==> config.mk <==
export PLATFORM = sky130hd
export DESIGN_NAME = split_access_unit
export DESIGN_NICKNAME = d
export VERILOG_FILES = /design/src/rtl/sau_pkg.sv /design/src/rtl/sau_rst_sync.sv /design/src/rtl/sau_addr_limit.sv /design/src/rtl/sau_lane_plan.sv /design/src/rtl/sau_seq.sv /design/src/rtl/sau_read_merge.sv /design/src/rtl/split_access_unit.sv
export SDC_FILE = /design/constraint.sdc
export NUM_CORES = 1
export LEC_CHECK = 0
export BUFFER_PORTS_ARGS = -buffer_cell sky130_fd_sc_hd__buf_2
export CORE_MARGIN = 2
export CORE_UTILIZATION = 30
export DETAILED_ROUTE_END_ITERATION = 16
export PLACE_DENSITY_LB_ADDON = 0.08
export SLEW_MARGIN = 20
export SYNTH_ARGS = -nofsm -noshare
export SYNTH_HDL_FRONTEND = slang
export SYNTH_SLANG_ARGS = --single-unit
==> constraint.sdc <==
create_clock -name clk -period 3.1 [get_ports clk]
set_clock_uncertainty 0.1 [all_clocks]
set_input_delay 0.31 -clock clk [delete_from_list [all_inputs] [get_ports clk]]
set_output_delay 0.31 -clock clk [all_outputs]
set_load 0.03 [all_outputs]
==> src/rtl/sau_pkg.sv <==
package sau_pkg;

  typedef enum logic [1:0] {
    ST_IDLE   = 2'd0,
    ST_FIRST  = 2'd1,
    ST_SECOND = 2'd2
  } sau_state_e;

  localparam int LANES   = 2;
  localparam int LANE_LO = 0;
  localparam int LANE_HI = 1;

  typedef logic [LANES-1:0] lane_en_t;

  localparam lane_en_t EN_LO   = 2'b01;
  localparam lane_en_t EN_HI   = 2'b10;
  localparam lane_en_t EN_BOTH = 2'b11;

endpackage

==> src/rtl/sau_rst_sync.sv <==
module sau_rst_sync (
  input  logic clk,
  input  logic rst_n_in,
  output logic rst_n_out
);

  logic [1:0] sync_q;

  always_ff @(posedge clk or negedge rst_n_in) begin
    if (!rst_n_in) begin
      sync_q <= 2'b00;
    end else begin
      sync_q <= {sync_q[0], 1'b1};
    end
  end

  assign rst_n_out = sync_q[1];

endmodule

==> src/rtl/sau_addr_limit.sv <==
module sau_addr_limit #(
  parameter int ADDR_W   = 24,
  parameter int NARROW_W = 20
) (
  input  logic [ADDR_W-1:0] addr_i,
  input  logic              mode_wide_i,
  output logic [ADDR_W-1:0] addr_o,
  output logic [ADDR_W-1:0] mask_o
);

  localparam logic [ADDR_W-1:0] WIDE_MASK = '1;

  logic [ADDR_W-1:0] narrow_mask;

  generate
    if (NARROW_W >= ADDR_W) begin : g_no_narrow
      assign narrow_mask = WIDE_MASK;
    end else begin : g_narrow
      assign narrow_mask = {{(ADDR_W-NARROW_W){1'b0}}, {NARROW_W{1'b1}}};
    end
  endgenerate

  always_comb begin
    mask_o = mode_wide_i ? WIDE_MASK : narrow_mask;
    addr_o = addr_i & mask_o;
  end

endmodule

==> src/rtl/sau_lane_plan.sv <==
module sau_lane_plan
  import sau_pkg::*;
#(
  parameter int ADDR_W = 24,
  parameter int LANE_W = 8,
  localparam int DATA_W = LANES * LANE_W
) (
  input  logic [ADDR_W-1:0] addr_i,
  input  logic [ADDR_W-1:0] mask_i,
  input  logic              word_i,
  input  logic [DATA_W-1:0] wdata_i,
  input  logic              second_i,
  output logic [ADDR_W-1:0] bus_addr_o,
  output lane_en_t          lane_en_o,
  output logic [DATA_W-1:0] bus_wdata_o,
  output logic              split_o
);

  localparam logic [ADDR_W-1:0] STEP = ADDR_W'(2);

  logic [ADDR_W-1:0] base_addr;
  logic [ADDR_W-1:0] next_addr;
  logic              odd;
  logic [LANE_W-1:0] low_byte;
  logic [LANE_W-1:0] high_byte;
  logic [LANE_W-1:0] src [LANES];

  always_comb begin
    odd       = addr_i[0];
    base_addr = {addr_i[ADDR_W-1:1], 1'b0};
    next_addr = (base_addr + STEP) & mask_i;
    split_o   = word_i & odd;
    low_byte  = wdata_i[LANE_W-1:0];
    high_byte = wdata_i[DATA_W-1:LANE_W];
  end

  always_comb begin
    bus_addr_o   = base_addr;
    lane_en_o    = EN_LO;
    src[LANE_LO] = '0;
    src[LANE_HI] = '0;
    if (split_o) begin
      if (second_i) begin
        bus_addr_o   = next_addr;
        lane_en_o    = EN_LO;
        src[LANE_LO] = high_byte;
      end else begin
        lane_en_o    = EN_HI;
        src[LANE_HI] = low_byte;
      end
    end else if (word_i) begin
      lane_en_o    = EN_BOTH;
      src[LANE_LO] = low_byte;
      src[LANE_HI] = high_byte;
    end else if (odd) begin
      lane_en_o    = EN_HI;
      src[LANE_HI] = low_byte;
    end else begin
      lane_en_o    = EN_LO;
      src[LANE_LO] = low_byte;
    end
  end

  generate
    for (genvar g = 0; g < LANES; g++) begin : g_lane
      assign bus_wdata_o[g*LANE_W +: LANE_W] = lane_en_o[g] ? src[g] : '0;
    end
  endgenerate

endmodule

==> src/rtl/sau_seq.sv <==
module sau_seq
  import sau_pkg::*;
(
  input  logic clk,
  input  logic rst_n,
  input  logic req_valid_i,
  input  logic split_i,
  input  logic ready_i,
  output logic accept_o,
  output logic hs_first_split_o,
  output logic hs_final_o,
  output logic bus_valid_o,
  output logic second_o
);

  sau_state_e state_q;
  sau_state_e state_d;

  always_comb begin
    state_d          = state_q;
    accept_o         = 1'b0;
    hs_first_split_o = 1'b0;
    hs_final_o       = 1'b0;
    unique case (state_q)
      ST_IDLE: begin
        if (req_valid_i) begin
          accept_o = 1'b1;
          state_d  = ST_FIRST;
        end
      end
      ST_FIRST: begin
        if (ready_i) begin
          if (split_i) begin
            hs_first_split_o = 1'b1;
            state_d          = ST_SECOND;
          end else begin
            hs_final_o = 1'b1;
            state_d    = ST_IDLE;
          end
        end
      end
      ST_SECOND: begin
        if (ready_i) begin
          hs_final_o = 1'b1;
          state_d    = ST_IDLE;
        end
      end
      default: state_d = ST_IDLE;
    endcase
  end

  always_ff @(posedge clk or negedge rst_n) begin
    if (!rst_n) begin
      state_q <= ST_IDLE;
    end else begin
      state_q <= state_d;
    end
  end

  assign bus_valid_o = (state_q != ST_IDLE);
  assign second_o    = (state_q == ST_SECOND);

endmodule

==> src/rtl/sau_read_merge.sv <==
module sau_read_merge
  import sau_pkg::*;
#(
  parameter int LANE_W = 8,
  localparam int DATA_W = LANES * LANE_W
) (
  input  logic              clk,
  input  logic              rst_n,
  input  logic              hs_first_split_i,
  input  logic              hs_final_i,
  input  logic              split_i,
  input  logic              word_i,
  input  logic              odd_i,
  input  logic [DATA_W-1:0] bus_rdata_i,
  output logic [DATA_W-1:0] rdata_o,
  output logic              done_o
);

  logic [LANE_W-1:0] keep_q;
  logic [DATA_W-1:0] rdata_q;
  logic              done_q;
  logic [DATA_W-1:0] result_d;
  logic [LANE_W-1:0] lane_lo;
  logic [LANE_W-1:0] lane_hi;

  always_comb begin
    lane_lo = bus_rdata_i[LANE_W-1:0];
    lane_hi = bus_rdata_i[DATA_W-1:LANE_W];
    if (split_i) begin
      result_d = {lane_lo, keep_q};
    end else if (word_i) begin
      result_d = bus_rdata_i;
    end else if (odd_i) begin
      result_d = {{LANE_W{1'b0}}, lane_hi};
    end else begin
      result_d = {{LANE_W{1'b0}}, lane_lo};
    end
  end

  always_ff @(posedge clk or negedge rst_n) begin
    if (!rst_n) begin
      keep_q <= '0;
    end else if (hs_first_split_i) begin
      keep_q <= lane_hi;
    end
  end

  always_ff @(posedge clk or negedge rst_n) begin
    if (!rst_n) begin
      rdata_q <= '0;
    end else if (hs_final_i) begin
      rdata_q <= result_d;
    end
  end

  always_ff @(posedge clk or negedge rst_n) begin
    if (!rst_n) begin
      done_q <= 1'b0;
    end else begin
      done_q <= hs_final_i;
    end
  end

  assign rdata_o = rdata_q;
  assign done_o  = done_q;

endmodule

==> src/rtl/split_access_unit.sv <==
module split_access_unit
  import sau_pkg::*;
#(
  parameter int ADDR_W   = 24,
  parameter int NARROW_W = 20,
  parameter int LANE_W   = 8,
  localparam int DATA_W  = LANES * LANE_W
) (
  input  logic              clk,
  input  logic              rst_n,
  input  logic              mode_wide,
  input  logic              req_valid,
  input  logic [ADDR_W-1:0] req_addr,
  input  logic              req_word,
  input  logic              req_write,
  input  logic [DATA_W-1:0] req_wdata,
  output logic [DATA_W-1:0] rsp_rdata,
  output logic              rsp_done,
  output logic              mem_valid,
  output logic [ADDR_W-1:0] mem_addr,
  output logic [1:0]        mem_be,
  output logic              mem_write,
  output logic [DATA_W-1:0] mem_wdata,
  input  logic [DATA_W-1:0] mem_rdata,
  input  logic              mem_ready
);

  logic              rst_n_s;
  logic [ADDR_W-1:0] lim_addr;
  logic [ADDR_W-1:0] lim_mask;
  logic [ADDR_W-1:0] addr_q;
  logic [ADDR_W-1:0] mask_q;
  logic              word_q;
  logic              write_q;
  logic [DATA_W-1:0] wdata_q;
  logic              accept;
  logic              hs_first_split;
  logic              hs_final;
  logic              bus_valid;
  logic              second;
  logic              split;
  logic [ADDR_W-1:0] bus_addr;
  lane_en_t          lane_en;
  logic [DATA_W-1:0] bus_wdata;

  sau_rst_sync u_rst_sync (
    .clk       (clk),
    .rst_n_in  (rst_n),
    .rst_n_out (rst_n_s)
  );

  sau_addr_limit #(
    .ADDR_W   (ADDR_W),
    .NARROW_W (NARROW_W)
  ) u_addr_limit (
    .addr_i      (req_addr),
    .mode_wide_i (mode_wide),
    .addr_o      (lim_addr),
    .mask_o      (lim_mask)
  );

  always_ff @(posedge clk or negedge rst_n_s) begin
    if (!rst_n_s) begin
      addr_q  <= '0;
      mask_q  <= '0;
      word_q  <= 1'b0;
      write_q <= 1'b0;
      wdata_q <= '0;
    end else if (accept) begin
      addr_q  <= lim_addr;
      mask_q  <= lim_mask;
      word_q  <= req_word;
      write_q <= req_write;
      wdata_q <= req_wdata;
    end
  end

  sau_lane_plan #(
    .ADDR_W (ADDR_W),
    .LANE_W (LANE_W)
  ) u_lane_plan (
    .addr_i      (addr_q),
    .mask_i      (mask_q),
    .word_i      (word_q),
    .wdata_i     (wdata_q),
    .second_i    (second),
    .bus_addr_o  (bus_addr),
    .lane_en_o   (lane_en),
    .bus_wdata_o (bus_wdata),
    .split_o     (split)
  );

  sau_seq u_seq (
    .clk              (clk),
    .rst_n            (rst_n_s),
    .req_valid_i      (req_valid),
    .split_i          (split),
    .ready_i          (mem_ready),
    .accept_o         (accept),
    .hs_first_split_o (hs_first_split),
    .hs_final_o       (hs_final),
    .bus_valid_o      (bus_valid),
    .second_o         (second)
  );

  sau_read_merge #(
    .LANE_W (LANE_W)
  ) u_read_merge (
    .clk              (clk),
    .rst_n            (rst_n_s),
    .hs_first_split_i (hs_first_split),
    .hs_final_i       (hs_final),
    .split_i          (split),
    .word_i           (word_q),
    .odd_i            (addr_q[0]),
    .bus_rdata_i      (mem_rdata),
    .rdata_o          (rsp_rdata),
    .done_o           (rsp_done)
  );

  assign mem_valid = bus_valid;
  assign mem_addr  = bus_addr;
  assign mem_be    = lane_en;
  assign mem_write = bus_valid & write_q;
  assign mem_wdata = bus_wdata;

endmodule

==> out/metrics.cfg <==
[global_route]
grt_pass1_vias=3332
grt_overflow=0
grtUsageTotal_pct=15.9
antenna_found_initial=1
grt_max_degree=72
gr-usage-met1_pct=21.8
met3_usage_pct=4.37
use_met2_pct=23.7
grt-busiest-layer=met2
grt_pass1_wl_um=17600

[flow_run]
cap_violations=0

[synth]
synth_nets=482
synth-simple-area-share_pct=15.5
synth_top_family_by_area=multiplexers
netlist_area_um2=4000
synth_xor_area_share_pct=0
synth_warnings=0
synth_edf_count=0
synth_cell_types=45
syn_inst=415
synth-main-ff-cell=dfrtp_1
synthMuxAreaShare_pct=19.2
synth.avg_cell_area_um2=9.65
ys_seq_area_share_pct=45.6
synth-compound-area-share_pct=13.1
ys_ff_latch=73
ys_async_sr_fraction_pct=100
synthAdderAreaFrac_pct=1.25

[critical_path]
path_delay_family=simple AND/OR/NAND/NOR gates
crit_slowest_cell=or4_1
cp_max_fo=13
critPathBufInv=2
crit_chain=inv_1 -> ha_1 -> and3_1 -> nand2_2 -> or4_1 -> nand3_1 -> buf_2
cp-start-kind=flip-flop
criticalPathCategory=reg2out
cp_data_required_time_ns=2.69
endpoint_kind=output port
slowest_delay_ns=0.52
cp.arrival_ns=2.43

[cts]
cts-htree-levels=3
clock_latency_ns=0.34
clock-sinks=73
cts-root-buf=clkbuf_16
cts-buffers-inserted=9
cts_tree=built
clock_path_buffers=2
clk_pin_slew_ns=0.06
postCtsSetupRepairBufs=0

[detailed_routing]
viasPerCell=4.81
drc=0
ant_nets=0
avgRoutedWirePerCell_um=15.2
dr.first_iter.drc_count=253
routed_wl_um=10700
vias=3408
drt-pass1-iter-count=4

[finish]
synthToLayoutAreaGrowth_pct=27.4
multi_input_area_um2=1980
nets=593
register_area_um2=1830
final_layout_size_suffix_gt1_share_pct=38.8
nFillCells=1354

[die]
core-area_um2=13100
dieHeight_um=120
ios=124
start_util_pct=30.5
die_x_um=120
core.rowCount=42
die-area_um2=14300

[place]
dp_hpwl_um=7510
place.gp.congestion=0.847
numPortBuffers=122
pre_cts_ws_ns=0.500

[sta]
final.setup.tns_ns=0
worstMarginPinSlew_ns=0.961
hold_violations=0
post-route-period-util_pct=91.6
drv_slew=0
rsz0062_at_grt=no
whs_ns=0.101
relSlewSlack_pct=35.9
fmax_mhz=352
final.setup.worst_slack_ns=0.261
finalSetupViolations=0
fin_crit_ns=2.84

[run_status]
outcome=finished clean

[pwr]
leakage_nw=2.38
totalPowerFinal_w=0.00588
p_per_area_nw_per_um2=1150
ir_worst_vdd_mv=0.597

[min_path]
hold_class=in2reg

==> power by group <==
part / total, W / switching, W / internal (W)
Sequential: 0.00185 / 0.000440 / 0.00140
Clock: 0.00114 / 0.000413 / 0.000725
Combinational: 0.00289 / 0.00183 / 0.00106
Total: 0.00588 / 0.00269 / 0.00319
==> layout make-up <==
class                           count  share of cell area (%)
Antenna cell                        1                  0.0491
Clock buffer                       11                    4.76
Clock inverter                      5                    1.57
Sequential cell                    73                    35.9
Tap cell                          176                    4.32
Timing Repair Buffer              129                    13.3
Multi-Input combinational cell    295                    38.8
Inverter                           18                    1.32
==> worst paths after layout <==
path                                       from                      to  slack [ns]  cells past startpoint
max                            u_seq.state_q[0]            mem_addr[16]        0.26                      7
min                               req_wdata[11]             wdata_q[11]        0.10                      2
max reg2reg                           addr_q[0]  u_read_merge.keep_q[0]        1.11                      3
min reg2reg                u_rst_sync.sync_q[0]    u_rst_sync.sync_q[1]        0.26                      0
max in group asynchronous  u_rst_sync.sync_q[1]               addr_q[7]        1.90                      0
min in group asynchronous                 rst_n    u_rst_sync.sync_q[0]        0.19                      2
==> stage by stage <==
stage / std cells / utilization, % / cell area [µm²]
after floorplan: 415 / - / 4000
after global placement: 690 / 36.2 / 4760
after detailed placement: 690 / 36.2 / 4760
after CTS: 707 / 38.8 / 5090
after global routing: 707 / 38.8 / 5100
final: 708 / 38.8 / 5100
==> metal layers <==
metal  vias to the layer above  wire length, µm
met5                         -                0
met4                         0              181
met3                        13              743
met2                       101             4840
met1                      1600             4980
li1                       1694                -
==> cells by family after synthesis <==
logic type,count (synthesis)
simple gates,127
compound gates,92
flops,73
mux,70
buf+inv,47
fa+ha+maj,4
other cells,2
==> flip-flops by register name, indices dropped and copies added, names as in the netlist <==
name,cells
write_q,1
wdata_q,16
u_read_merge.keep_q,8
mask_q,2
u_rst_sync.sync_q,2
u_read_merge.rdata_o,16
u_seq.state_q,2
u_read_merge.done_o,1
word_q,1
addr_q,24
==> timing repair <==
action | 4_1_cts | 5_1_grt
hold buffers | 1 | 0
resized for setup | 0 | 1
endpoints found under the hold margin | 2 | 0
setup endpoints to repair | 0 | 3
==> cells in the final DEF, fill, tap and decap left out, drive strengths merged, types with 5 or more instances in the layout <==
cell type / Yosys / final
and3: 5 / 5
dfrtp: 73 / 73
inv: 17 / 17
nor2: 7 / 7
nand2: 68 / 68
mux2i: 15 / 15
nand4: 14 / 14
mux2: 55 / 55
o31ai: 6 / 6
buf: 13 / 128
nand3: 14 / 14
clkbuf: 16 / 11
o21ai: 59 / 59
a21oi: 8 / 8
==> Yosys cell counts, drive strengths merged, types with 2 or more instances <==
library cell / count / area [µm²]
buf: 13 / 75.1
a21oi: 8 / 40.0
or4: 3 / 22.5
a21boi: 2 / 15.0
o41ai: 3 / 26.3
and4: 2 / 20.0
nor3: 2 / 10.0
a31oi: 4 / 25.0
o311ai: 2 / 17.5
ha: 4 / 50.1
nand4: 14 / 103
o211ai: 3 / 22.5
dfrtp: 73 / 1830
mux2i: 15 / 150
conb: 2 / 7.51
nand3: 14 / 70.1
mux2: 55 / 619
o21a: 2 / 15.0
nor2: 7 / 26.3
o21ai: 59 / 295
and3: 5 / 31.3
o31ai: 6 / 45.0
or3: 4 / 26.3
or2: 2 / 12.5
inv: 17 / 63.8
nor2b: 2 / 12.5
clkbuf: 16 / 61.3
nand2: 68 / 255
Note: power is estimated with default switching activity, not from simulation.
